**src/rtl/cq_pkg.sv**
```systemverilog
package cq_pkg;
  localparam int TAG_W  = 5;
  localparam int NSRC   = 2;
  localparam int UNIT_W = 2;

  typedef struct packed {
    logic [NSRC-1:0][TAG_W-1:0] src;
    logic [NSRC-1:0]            pend;
    logic [TAG_W-1:0]           dst;
    logic [UNIT_W-1:0]          unit;
  } uop_t;

  localparam int UOP_W = $bits(uop_t);
endpackage

```
**src/rtl/cq_wakeup.sv**
```systemverilog
module cq_wakeup
  import cq_pkg::*;
#(
  parameter int N      = 8,
  parameter int NUM_WB = 2
) (
  input  uop_t                    uop_i [N],
  input  logic [NUM_WB-1:0]       wb_valid_i,
  input  logic [NUM_WB*TAG_W-1:0] wb_tag_i,
  output uop_t                    uop_o [N]
);
  always_comb begin
    for (int e = 0; e < N; e++) begin
      uop_o[e] = uop_i[e];
      for (int s = 0; s < NSRC; s++)
        for (int w = 0; w < NUM_WB; w++)
          if (wb_valid_i[w] && uop_i[e].src[s] == wb_tag_i[w*TAG_W +: TAG_W])
            uop_o[e].pend[s] = 1'b0;
    end
  end
endmodule

```
**src/rtl/cq_select.sv**
```systemverilog
module cq_select
  import cq_pkg::*;
#(
  parameter int DEPTH     = 8,
  parameter int NUM_UNITS = 3,
  localparam int IDX_W    = $clog2(DEPTH)
) (
  input  logic [DEPTH-1:0]              rdy_i,
  input  logic [DEPTH-1:0][UNIT_W-1:0]  unit_i,
  input  logic [NUM_UNITS-1:0]          busy_i,
  input  logic                          flush_i,
  output logic [NUM_UNITS-1:0]          iss_valid_o,
  output logic [NUM_UNITS*IDX_W-1:0]    iss_idx_o,
  output logic [DEPTH-1:0]              grant_o
);
  logic [NUM_UNITS-1:0][DEPTH-1:0] gmask;

  for (genvar u = 0; u < NUM_UNITS; u++) begin : g_unit
    logic [DEPTH-1:0] cand;
    logic [DEPTH-1:0] one;
    logic [IDX_W-1:0] idx;
    logic             hit;
    always_comb begin
      for (int e = 0; e < DEPTH; e++)
        cand[e] = rdy_i[e] && (unit_i[e] == UNIT_W'(u));
      idx = '0;
      // scan high to low so the lowest (oldest) index wins
      for (int e = DEPTH - 1; e >= 0; e--)
        if (cand[e]) idx = IDX_W'(e);
      hit = (|cand) && !busy_i[u] && !flush_i;
      one = '0;
      if (hit) one[idx] = 1'b1;
    end
    assign iss_valid_o[u]                = hit;
    assign iss_idx_o[u*IDX_W +: IDX_W]  = idx;
    assign gmask[u]                      = one;
  end

  always_comb begin
    grant_o = '0;
    for (int u = 0; u < NUM_UNITS; u++) grant_o |= gmask[u];
  end
endmodule

```
**src/rtl/cq_compact.sv**
```systemverilog
module cq_compact
  import cq_pkg::*;
#(
  parameter int DEPTH  = 8,
  parameter int DEC_W  = 3,
  localparam int IDX_W = $clog2(DEPTH),
  localparam int CNT_W = $clog2(DEPTH + 1)
) (
  input  logic [DEPTH-1:0] keep_i,
  input  uop_t             ent_i [DEPTH],
  input  logic [DEC_W-1:0] in_valid_i,
  input  uop_t             in_uop_i [DEC_W],
  output logic [DEPTH-1:0] valid_o,
  output uop_t             uop_o [DEPTH]
);
  logic [CNT_W-1:0] pos;

  always_comb begin
    pos     = '0;
    valid_o = '0;
    for (int e = 0; e < DEPTH; e++) uop_o[e] = '0;
    for (int i = 0; i < DEPTH; i++)
      if (keep_i[i] && pos < CNT_W'(DEPTH)) begin
        uop_o[pos[IDX_W-1:0]]   = ent_i[i];
        valid_o[pos[IDX_W-1:0]] = 1'b1;
        pos = pos + 1'b1;
      end
    for (int l = 0; l < DEC_W; l++)
      if (in_valid_i[l] && pos < CNT_W'(DEPTH)) begin
        uop_o[pos[IDX_W-1:0]]   = in_uop_i[l];
        valid_o[pos[IDX_W-1:0]] = 1'b1;
        pos = pos + 1'b1;
      end
  end
endmodule

```
**src/rtl/cq_issue_queue.sv**
```systemverilog
module cq_issue_queue
  import cq_pkg::*;
#(
  parameter int DEPTH     = 8,
  parameter int DEC_W     = 3,
  parameter int NUM_UNITS = 3,
  parameter int NUM_WB    = 2
) (
  input  logic                         clk_i,
  input  logic                         rst_ni,
  input  logic                         flush_i,
  input  logic [DEC_W-1:0]             dec_valid_i,
  input  logic [DEC_W*UOP_W-1:0]       dec_uop_i,
  output logic                         dec_ready_o,
  input  logic [NUM_WB-1:0]            wb_valid_i,
  input  logic [NUM_WB*TAG_W-1:0]      wb_tag_i,
  input  logic [NUM_UNITS-1:0]         unit_busy_i,
  output logic [NUM_UNITS-1:0]         iss_valid_o,
  output logic [NUM_UNITS*UOP_W-1:0]   iss_uop_o
);
  localparam int IDX_W = $clog2(DEPTH);
  localparam int CNT_W = $clog2(DEPTH + 1);

  logic [DEPTH-1:0]              q_valid, nxt_valid, grant, rdy, keep;
  uop_t                          q_uop [DEPTH];
  uop_t                          q_woke [DEPTH];
  uop_t                          nxt_uop [DEPTH];
  uop_t                          in_raw [DEC_W];
  uop_t                          in_woke [DEC_W];
  uop_t                          iss_u [NUM_UNITS];
  logic [DEPTH-1:0][UNIT_W-1:0]  q_unit;
  logic [NUM_UNITS*IDX_W-1:0]    iss_idx;
  logic [DEC_W-1:0]              in_valid;
  logic [CNT_W-1:0]              occ, n_iss, n_acc;

  assign occ         = CNT_W'($countones(q_valid));
  assign dec_ready_o = !flush_i && (CNT_W'(DEPTH) - occ >= CNT_W'(DEC_W));
  assign in_valid    = dec_valid_i & {DEC_W{dec_ready_o}};
  assign keep        = q_valid & ~grant;
  assign n_iss       = CNT_W'($countones(iss_valid_o));
  assign n_acc       = CNT_W'($countones(in_valid));

  always_comb begin
    for (int l = 0; l < DEC_W; l++) in_raw[l] = dec_uop_i[l*UOP_W +: UOP_W];
    for (int e = 0; e < DEPTH; e++) begin
      rdy[e]    = q_valid[e] && (q_uop[e].pend == '0);
      q_unit[e] = q_uop[e].unit;
    end
    for (int u = 0; u < NUM_UNITS; u++) begin
      iss_u[u] = q_uop[iss_idx[u*IDX_W +: IDX_W]];
      iss_uop_o[u*UOP_W +: UOP_W] = iss_u[u];
    end
  end

  cq_wakeup #(.N(DEPTH), .NUM_WB(NUM_WB)) u_wake_q (
    .uop_i(q_uop), .wb_valid_i(wb_valid_i), .wb_tag_i(wb_tag_i), .uop_o(q_woke));

  cq_wakeup #(.N(DEC_W), .NUM_WB(NUM_WB)) u_wake_in (
    .uop_i(in_raw), .wb_valid_i(wb_valid_i), .wb_tag_i(wb_tag_i), .uop_o(in_woke));

  cq_select #(.DEPTH(DEPTH), .NUM_UNITS(NUM_UNITS)) u_sel (
    .rdy_i(rdy), .unit_i(q_unit), .busy_i(unit_busy_i), .flush_i(flush_i),
    .iss_valid_o(iss_valid_o), .iss_idx_o(iss_idx), .grant_o(grant));

  cq_compact #(.DEPTH(DEPTH), .DEC_W(DEC_W)) u_cmp (
    .keep_i(keep), .ent_i(q_woke), .in_valid_i(in_valid), .in_uop_i(in_woke),
    .valid_o(nxt_valid), .uop_o(nxt_uop));

  always_ff @(posedge clk_i or negedge rst_ni) begin
    if (!rst_ni) begin
      q_valid <= '0;
      for (int e = 0; e < DEPTH; e++) q_uop[e] <= '0;
    end else if (flush_i) begin
      q_valid <= '0;
    end else begin
      q_valid <= nxt_valid;
      q_uop   <= nxt_uop;
    end
  end


  flush_empty_chk: assert property (@(posedge clk_i) disable iff (!rst_ni)
    flush_i |=> (q_valid == '0));


  packed_low_chk: assert property (@(posedge clk_i) disable iff (!rst_ni)
    ((q_valid + DEPTH'(1)) & q_valid) == '0);


  no_overflow_chk: assert property (@(posedge clk_i) disable iff (!rst_ni)
    !flush_i |=> (occ == $past(occ) - $past(n_iss) + $past(n_acc)));


  one_entry_per_unit_chk: assert property (@(posedge clk_i) disable iff (!rst_ni)
    $countones(grant) == $countones(iss_valid_o));

  for (genvar u = 0; u < NUM_UNITS; u++) begin : g_chk

    issue_ready_chk: assert property (@(posedge clk_i) disable iff (!rst_ni)
      iss_valid_o[u] |-> (iss_u[u].pend == '0) && !unit_busy_i[u]
                          && (iss_u[u].unit == UNIT_W'(u)));
  end
endmodule

```
**config.mk**
```make
export PLATFORM = sky130hd
export DESIGN_NAME = cq_issue_queue
export DESIGN_NICKNAME = d
export VERILOG_FILES = /design/src/rtl/cq_pkg.sv /design/src/rtl/cq_wakeup.sv /design/src/rtl/cq_select.sv /design/src/rtl/cq_compact.sv /design/src/rtl/cq_issue_queue.sv
export SDC_FILE = /design/constraint.sdc
export NUM_CORES = 1
export LEC_CHECK = 0
export BUFFER_PORTS_ARGS = -buffer_cell sky130_fd_sc_hd__clkbuf_2
export CORE_MARGIN = 5
export CORE_UTILIZATION = 27
export DETAILED_ROUTE_END_ITERATION = 10
export PLACE_DENSITY = 0.38
export SLEW_MARGIN = 20
export SYNTH_ARGS = -nofsm -noshare
export SYNTH_HDL_FRONTEND = slang
export SYNTH_SLANG_ARGS = --single-unit
export TNS_END_PERCENT = 50
```
**constraint.sdc**
```tcl
create_clock -name clk_i -period 17.15 [get_ports clk_i]
set_input_delay 0.8575 -clock clk_i [delete_from_list [all_inputs] [get_ports clk_i]]
set_output_delay 0.8575 -clock clk_i [all_outputs]
set_load 0.01 [all_outputs]
```
Yosys cells after proc, flatten, opt, wreduce, memory -nomap -nowiden:

Cells that the tools add are included.

* bits in registers: 160
* input port bits: 78
* output and inout bits: 61

* add/subtract/negate cells: 17
* $lt $le $gt $ge: 60
* equality and inequality tests: 60
* mux-type cells: 169
* bitwise logic cells: 28
* reduce and logical (&&, ||, !) cells: 139

Operator list (number)
* $bwmux W152: 10
* $mux W152: 10
* $demux W19 S3: 10
* $mux W19: 17
* $eq A5 B5 Y1: 44
* $bmux W19 S3: 3
* $logic_and A1 B1 Y1: 116
* $mux W8: 14
* $or A8 B8 Y8: 11
* $mux W3: 24
* $mux W1: 59
* $ge A4 B4 Y1 const B: 13
* $lt A3 B4 Y1 const B: 12
* $not A3 Y4: 12
* $lt A4 B1 Y1 const B: 10
* $demux W1 S3: 13
* $ge A3 B1 Y1 const B: 12
* $lt A4 B4 Y1 const B: 9
* $mux W4: 9
* $add A4 B1 Y4 const B: 8
* $logic_not A2 Y1: 16
* $reduce_or A8 Y1: 3
* $eq A2 B1 Y1 const B: 8
* $eq A2 B2 Y1 const B: 8
* 14 further kinds: 22

Depth between registers and ports, before layout:

* word-level depth: 55
* depth in mapped cells: 41

By module:

From an unflattened synthesis, not the netlist that was laid out.

* cells, all modules: 3400
* area, all modules: 29351.9 um2

By module, submodules not included
* cq_compact: instances 1, cells an instance 2158, area each 14626.5 um2
* cq_issue_queue: instances 1, cells an instance 573, area each 9643.0 um2
* cq_wakeup (u_wake_q): instances 1, cells an instance 400, area each 3163.0 um2
* cq_wakeup (u_wake_in): instances 1, cells an instance 151, area each 1178.6 um2
* cq_select: instances 1, cells an instance 118, area each 740.7 um2

Least setup slack after synthesis:

Ideal clock, no wire load.

* kind: in2reg
* start point: in flush_i
* end point: reg q_uop[31] in the netlist's numbering
* library setup time: 0.126 ns
* arrival: 8.527 ns
* path slack: 8.497 ns
* stages: 37
* buffers on the path: 5
* cells stage by stage: clkbuf_1 or2_2 o221a_2 a21boi_1 inv_1 clkbuf_1 ha_1 clkinv_1 nand2_1 nand4b_1 nand2_2 ha_1 nor3_1 o21bai_4 inv_2 ha_1 mux2i_2 inv_2 ha_1 o21ai_2 inv_2 ha_1 mux2i_2 inv_2 ha_1 nor3_1 nor2_1 buf_2 ha_1 mux2i_1 inv_2 ha_1 mux2i_1 nor4_2 buf_2 buf_2 a221o_1

* word-level cells in the longest chain between the ends: 42
* elaborated cells between the ends (all ways): 132

RTL lines
* start: declaration: RTL line cq_issue_queue.sv:11 `input logic flush_i,`
* $logic_not A1 Y1: RTL line cq_select.sv:30, cq_issue_queue.sv:37
* $logic_and A1 B1 Y1: RTL line cq_select.sv:30 `hit = (|cand) && !busy_i[u] && !flush_i;`
* $mux W8: RTL line cq_select.sv:32 `if (hit) one[idx] = 1'b1;`
* $or A8 B8 Y8 (2 in a row): RTL line cq_select.sv:41 `for (int u = 0; u < NUM_UNITS; u++) grant_o |= gmask[u];`
* $not A8 Y8: RTL line cq_issue_queue.sv:39 `assign keep = q_valid & ~grant;`
* $and A8 B8 Y8: RTL line cq_issue_queue.sv:39
* $mux W1: RTL line cq_compact.sv:23 `if (keep_i[i] && pos < CNT_W'(DEPTH)) begin`
* $lt A1 B4 Y1: RTL line cq_compact.sv:23
* (+25 left out)
* $mux W4: RTL line cq_compact.sv:29 `if (in_valid_i[l] && pos < CNT_W'(DEPTH)) begin`
* $not A3 Y4 (implied by the code): RTL line cq_compact.sv:30 `uop_o[pos[IDX_W-1:0]] = in_uop_i[l];`
* $ge A4 B4 Y1 (implied by the code) / $lt A4 B1 Y1 (equally long branches): RTL line cq_compact.sv:30
* $logic_and A1 B1 Y1 (implied by the code): RTL line cq_compact.sv:30
* $mux W19 (implied by the code): RTL line cq_compact.sv:30
* $demux W19 S3: RTL line cq_compact.sv:30
* $bwmux W152: RTL line cq_compact.sv:30
* $mux W152: RTL line cq_compact.sv:29
* end signal: assignment: RTL line cq_issue_queue.sv:77 `q_uop <= nxt_uop;`
* end: declaration: RTL line cq_issue_queue.sv:25 `uop_t q_uop [DEPTH];`

Parallel ways exist; a longest one is shown, timed or not.
A chain may end at the register's enable or synchronous reset.

Worst setup path after layout:

* start point: reg q_uop[140] in the netlist's numbering
* end point: reg q_uop[108] in the netlist's numbering

* word-level cells in the longest chain between the ends: 48
* elaborated cells between the ends (all ways): 158

RTL lines
* $logic_not A2 Y1 *: RTL line cq_issue_queue.sv:46 `rdy[e] = q_valid[e] && (q_uop[e].pend == '0);`
* $logic_and A1 B1 Y1 *: RTL line cq_issue_queue.sv:46
* $logic_and A1 B1 Y1: RTL line cq_select.sv:25 `cand[e] = rdy_i[e] && (unit_i[e] == UNIT_W'(u));`
* $mux W3: RTL line cq_select.sv:29 `if (cand[e]) idx = IDX_W'(e);`
* $lt A3 B4 Y1 (implied by the code) / $ge A3 B1 Y1 (equally long branches): RTL line cq_select.sv:32
* $logic_and A1 B1 Y1 (implied by the code): RTL line cq_select.sv:32
* $mux W1 (implied by the code): RTL line cq_select.sv:32
* $demux W1 S3
* (+32 left out)
* $mux W4: RTL line cq_compact.sv:29
* $not A3 Y4 (implied by the code): RTL line cq_compact.sv:30
* $ge A4 B4 Y1 (implied by the code) / $lt A4 B1 Y1 (equally long branches): RTL line cq_compact.sv:30
* $logic_and A1 B1 Y1 (implied by the code): RTL line cq_compact.sv:30
* $mux W19 (implied by the code): RTL line cq_compact.sv:30
* $demux W19 S3: RTL line cq_compact.sv:30
* $bwmux W152: RTL line cq_compact.sv:30
* $mux W152 *: RTL line cq_compact.sv:29

Every way passes the cells marked *; elsewhere a longest branch is shown, timed or not.

==> metrics <==
Slowest-stage cell, CP fa_1; Layout area overhead 8.18%; layout cells sized above 1 12.5%; FF-to-FF End q_uop[108]$_DFFE_PN0N_; maxcap violations 0; Slew HR 19.7%; Worst R2R Setup Slack 6390 ps; area post-placement 27,400 µm²; Resized Gates After CTS 0; vias per cell 6.28; post-synthesis cell count 3,851; DR DRC count 0; Post-Syn Area 25,900 µm²; setup TNS 0 ps; start of the worst register-to-register path q_uop[140]$_DFFE_PN0N_; Core Region 95,200 µm²; r2r worst-path depth 27; DP Wirelength 112 mm; Yosys top cell by area dfrtp_1; status completed; power density over the cells 119 nW/µm²; final wirelength 159 mm; Crit path largest cell delay 1090 ps; initial antenna violation count 3; CP endpoint kind flop; hold_ws 330 ps; CTS buffer count 17; Final Hold Viols 0; Startpoint Class flop; most area-consuming cells after synthesis dfrtp_1 (15%), a21oi_1 (7.9%), nor2_1 (7.3%); Worst-Skew Late Latency 520 ps; gr usage total 29.5%; width of the die 320 µm; minimum clock period 10,760 ps; Worst path top cell family by delay simple AND/OR/NAND/NOR gates; maximum vdd drop 79.2 µV; worst setup path startpoint q_uop[140]$_DFFE_PN0N_; Max Clock Skew 15.9 ps; Rows 113; actual slew at the worst max-slew pin 1200 ps; CTS max path bufs 2; Critical Path Most Common Cell buf_4; leakage power 0.0112 µW; Tcrit/Tclk final 62.8%; fmax 92.9 MHz; Post-Syn Area per Cell 6.73 µm²; Top FF cell, synth dfrtp_1; 1st-iter DRT viols 4,090; vias in the first global route 27,900; CTS Root Buffer Type clkbuf_16; EDFF count, synth 0; Bufs and invs on worst path 6; vias post-DR 30,800; share of the yosys chip area belonging to registers 15.5%; gr ovfl total 0; Initial Util 27.2%; Worst EP required 17,560 ps; nets@finish 3,722; DR WL/cell 32.3 µm; post-route ant nets 0; RSZ-0062 raised after global routing false; post-synthesis register bit count 160; Critical Setup Path Class flop to flop; CTS tree built; largest net degree at the start of global routing 161; drt pass-1 iters 8; placed cell count 4,872; Total Power 3330 µW; Reg clk slew, reported paths 80 ps; Die Ht 320 µm; first-pass GRT wire length 224 mm; Post-Synthesis Net Count 3,947; Final Non-Filler Cells 4,904; post-CTS setup repair buffer count 0; cts hold-fix bufs 0; max-slew violations 0; Final Wtd Congestion 0.899; Design Area, Final 28,000 µm²; yosys warns 0; critical path fanouts, max 40; IO Pins 139; critical path arrival 11,170 ps; Clock Sinks 160; Async S/R FF share, synth 100%; Hold Crit Class primary input to async pin; CTS H-tree depth 4; die area 102,000 µm²; Cell variety after synth 104; post-synth top area share 15.5%; IO Port Bufs 138; final setup vio count 0; Layout fillers 10,400
where the power goes:
group          internal, µW  switching [µW]
registers               468             360
logic                   727            1350
clock network           214             213
logic make-up (layout without fill, tap and decap cells):
| family | after synthesis | after routing | share of synthesized area [%] |
|---|---|---|---|
| AOI/OAI and AO/OA | 1285 | 1285 | 34.9 |
| adders and majority gates | 18 | 18 | 1.01 |
| other | 0 | 1 | 0 |
| muxes | 158 | 158 | 6.18 |
| buffers and inverters | 595 | 382 | 9.07 |
| DFF | 160 | 160 | 15.5 |
| and+or+nand+nor | 1396 | 1396 | 24.8 |
| xor gates and xnor gates | 239 | 239 | 8.55 |
metal layers:
layer  up-vias  global-route usage [%]  part of all wire, %
li1      13700                       -                    -
met1     15100                    43.8                   46
met2      1752                    42.3                   41
met3       216                    7.16                   10
met4         4                    7.73                  2.7
met5         -                       0                0.018
stage by stage:
stage,utilization [%],worst slack [ps]
CTS,29.4,6560
global route,29.5,5800
floorplan,-,8500
finish,29.5,6390
global placement,28.8,6270
detailed placement,28.8,6170
sequential cells by signal (all words and copies together) (netlist names):
signal	count
q_uop	136
q_unit	16
q_valid	8
cell usage after synthesis (7+ instances only):
library cell,number
or4b_1,9
nor2_1,506
a222oi_1,17
a31oi_1,31
o22ai_1,69
inv_1,57
or3_1,11
buf_1,66
o21ai_0,82
clkbuf_1,402
or2_2,21
a2111oi_2,18
nand4_1,22
and2_1,10
xnor2_1,104
or4_1,35
o211a_1,27
o31ai_1,24
nand2_1,429
buf_4,11
mux2_2,8
a221oi_1,60
nor2b_1,12
ha_1,13
and3_1,21
dfrtp_1,160
nor4_1,45
a21oi_1,407
nand3_1,116
a2111oi_0,83
buf_2,47
a211oi_1,227
o211ai_1,47
a311oi_1,10
xor2_1,125
nor3b_1,8
mux2i_1,147
a221o_1,71
inv_2,7
nor3_1,96
a22oi_1,47
nor4b_1,10
o221ai_1,9
layout by cell type, fill, tap and decap left out, types with 83 or more instances in the layout:
cell type    n
nor2_1     502
nand2_1    428
a21oi_1    406
a211oi_1   227
dfrtp_1    160
mux2i_1    147
buf_4      147
clkbuf_2   136
xor2_1     125
nand3_1    113
xnor2_1    104
a2111oi_0   83
area by class of cell:
class	count	area [µm²]	area share (%)
timing repair buffer	286	1830	6.54
inverter	65	244	0.871
antenna	1	2.50	0.00893
clock inverter	13	138	0.491
tap	1265	1580	5.65
sequential	160	4000	14.3
multi-input combinational	3096	19800	70.6
clock buffer	18	429	1.53
worst max path at each step:
stage | to | slack, ps | cells past startpoint
after floorplan | q_uop[31]$_DFFE_PN0N_ | 8500 | 37
after global placement | q_uop[83]$_DFFE_PN0N_ | 6270 | 29
after detailed placement | q_uop[83]$_DFFE_PN0N_ | 6170 | 26
after CTS | q_uop[83]$_DFFE_PN0N_ | 6560 | 28
after global routing | q_uop[86]$_DFFE_PN0N_ | 5800 | 27
final | q_uop[108]$_DFFE_PN0N_ | 6390 | 27
Power figures use the tool's default switching activity.
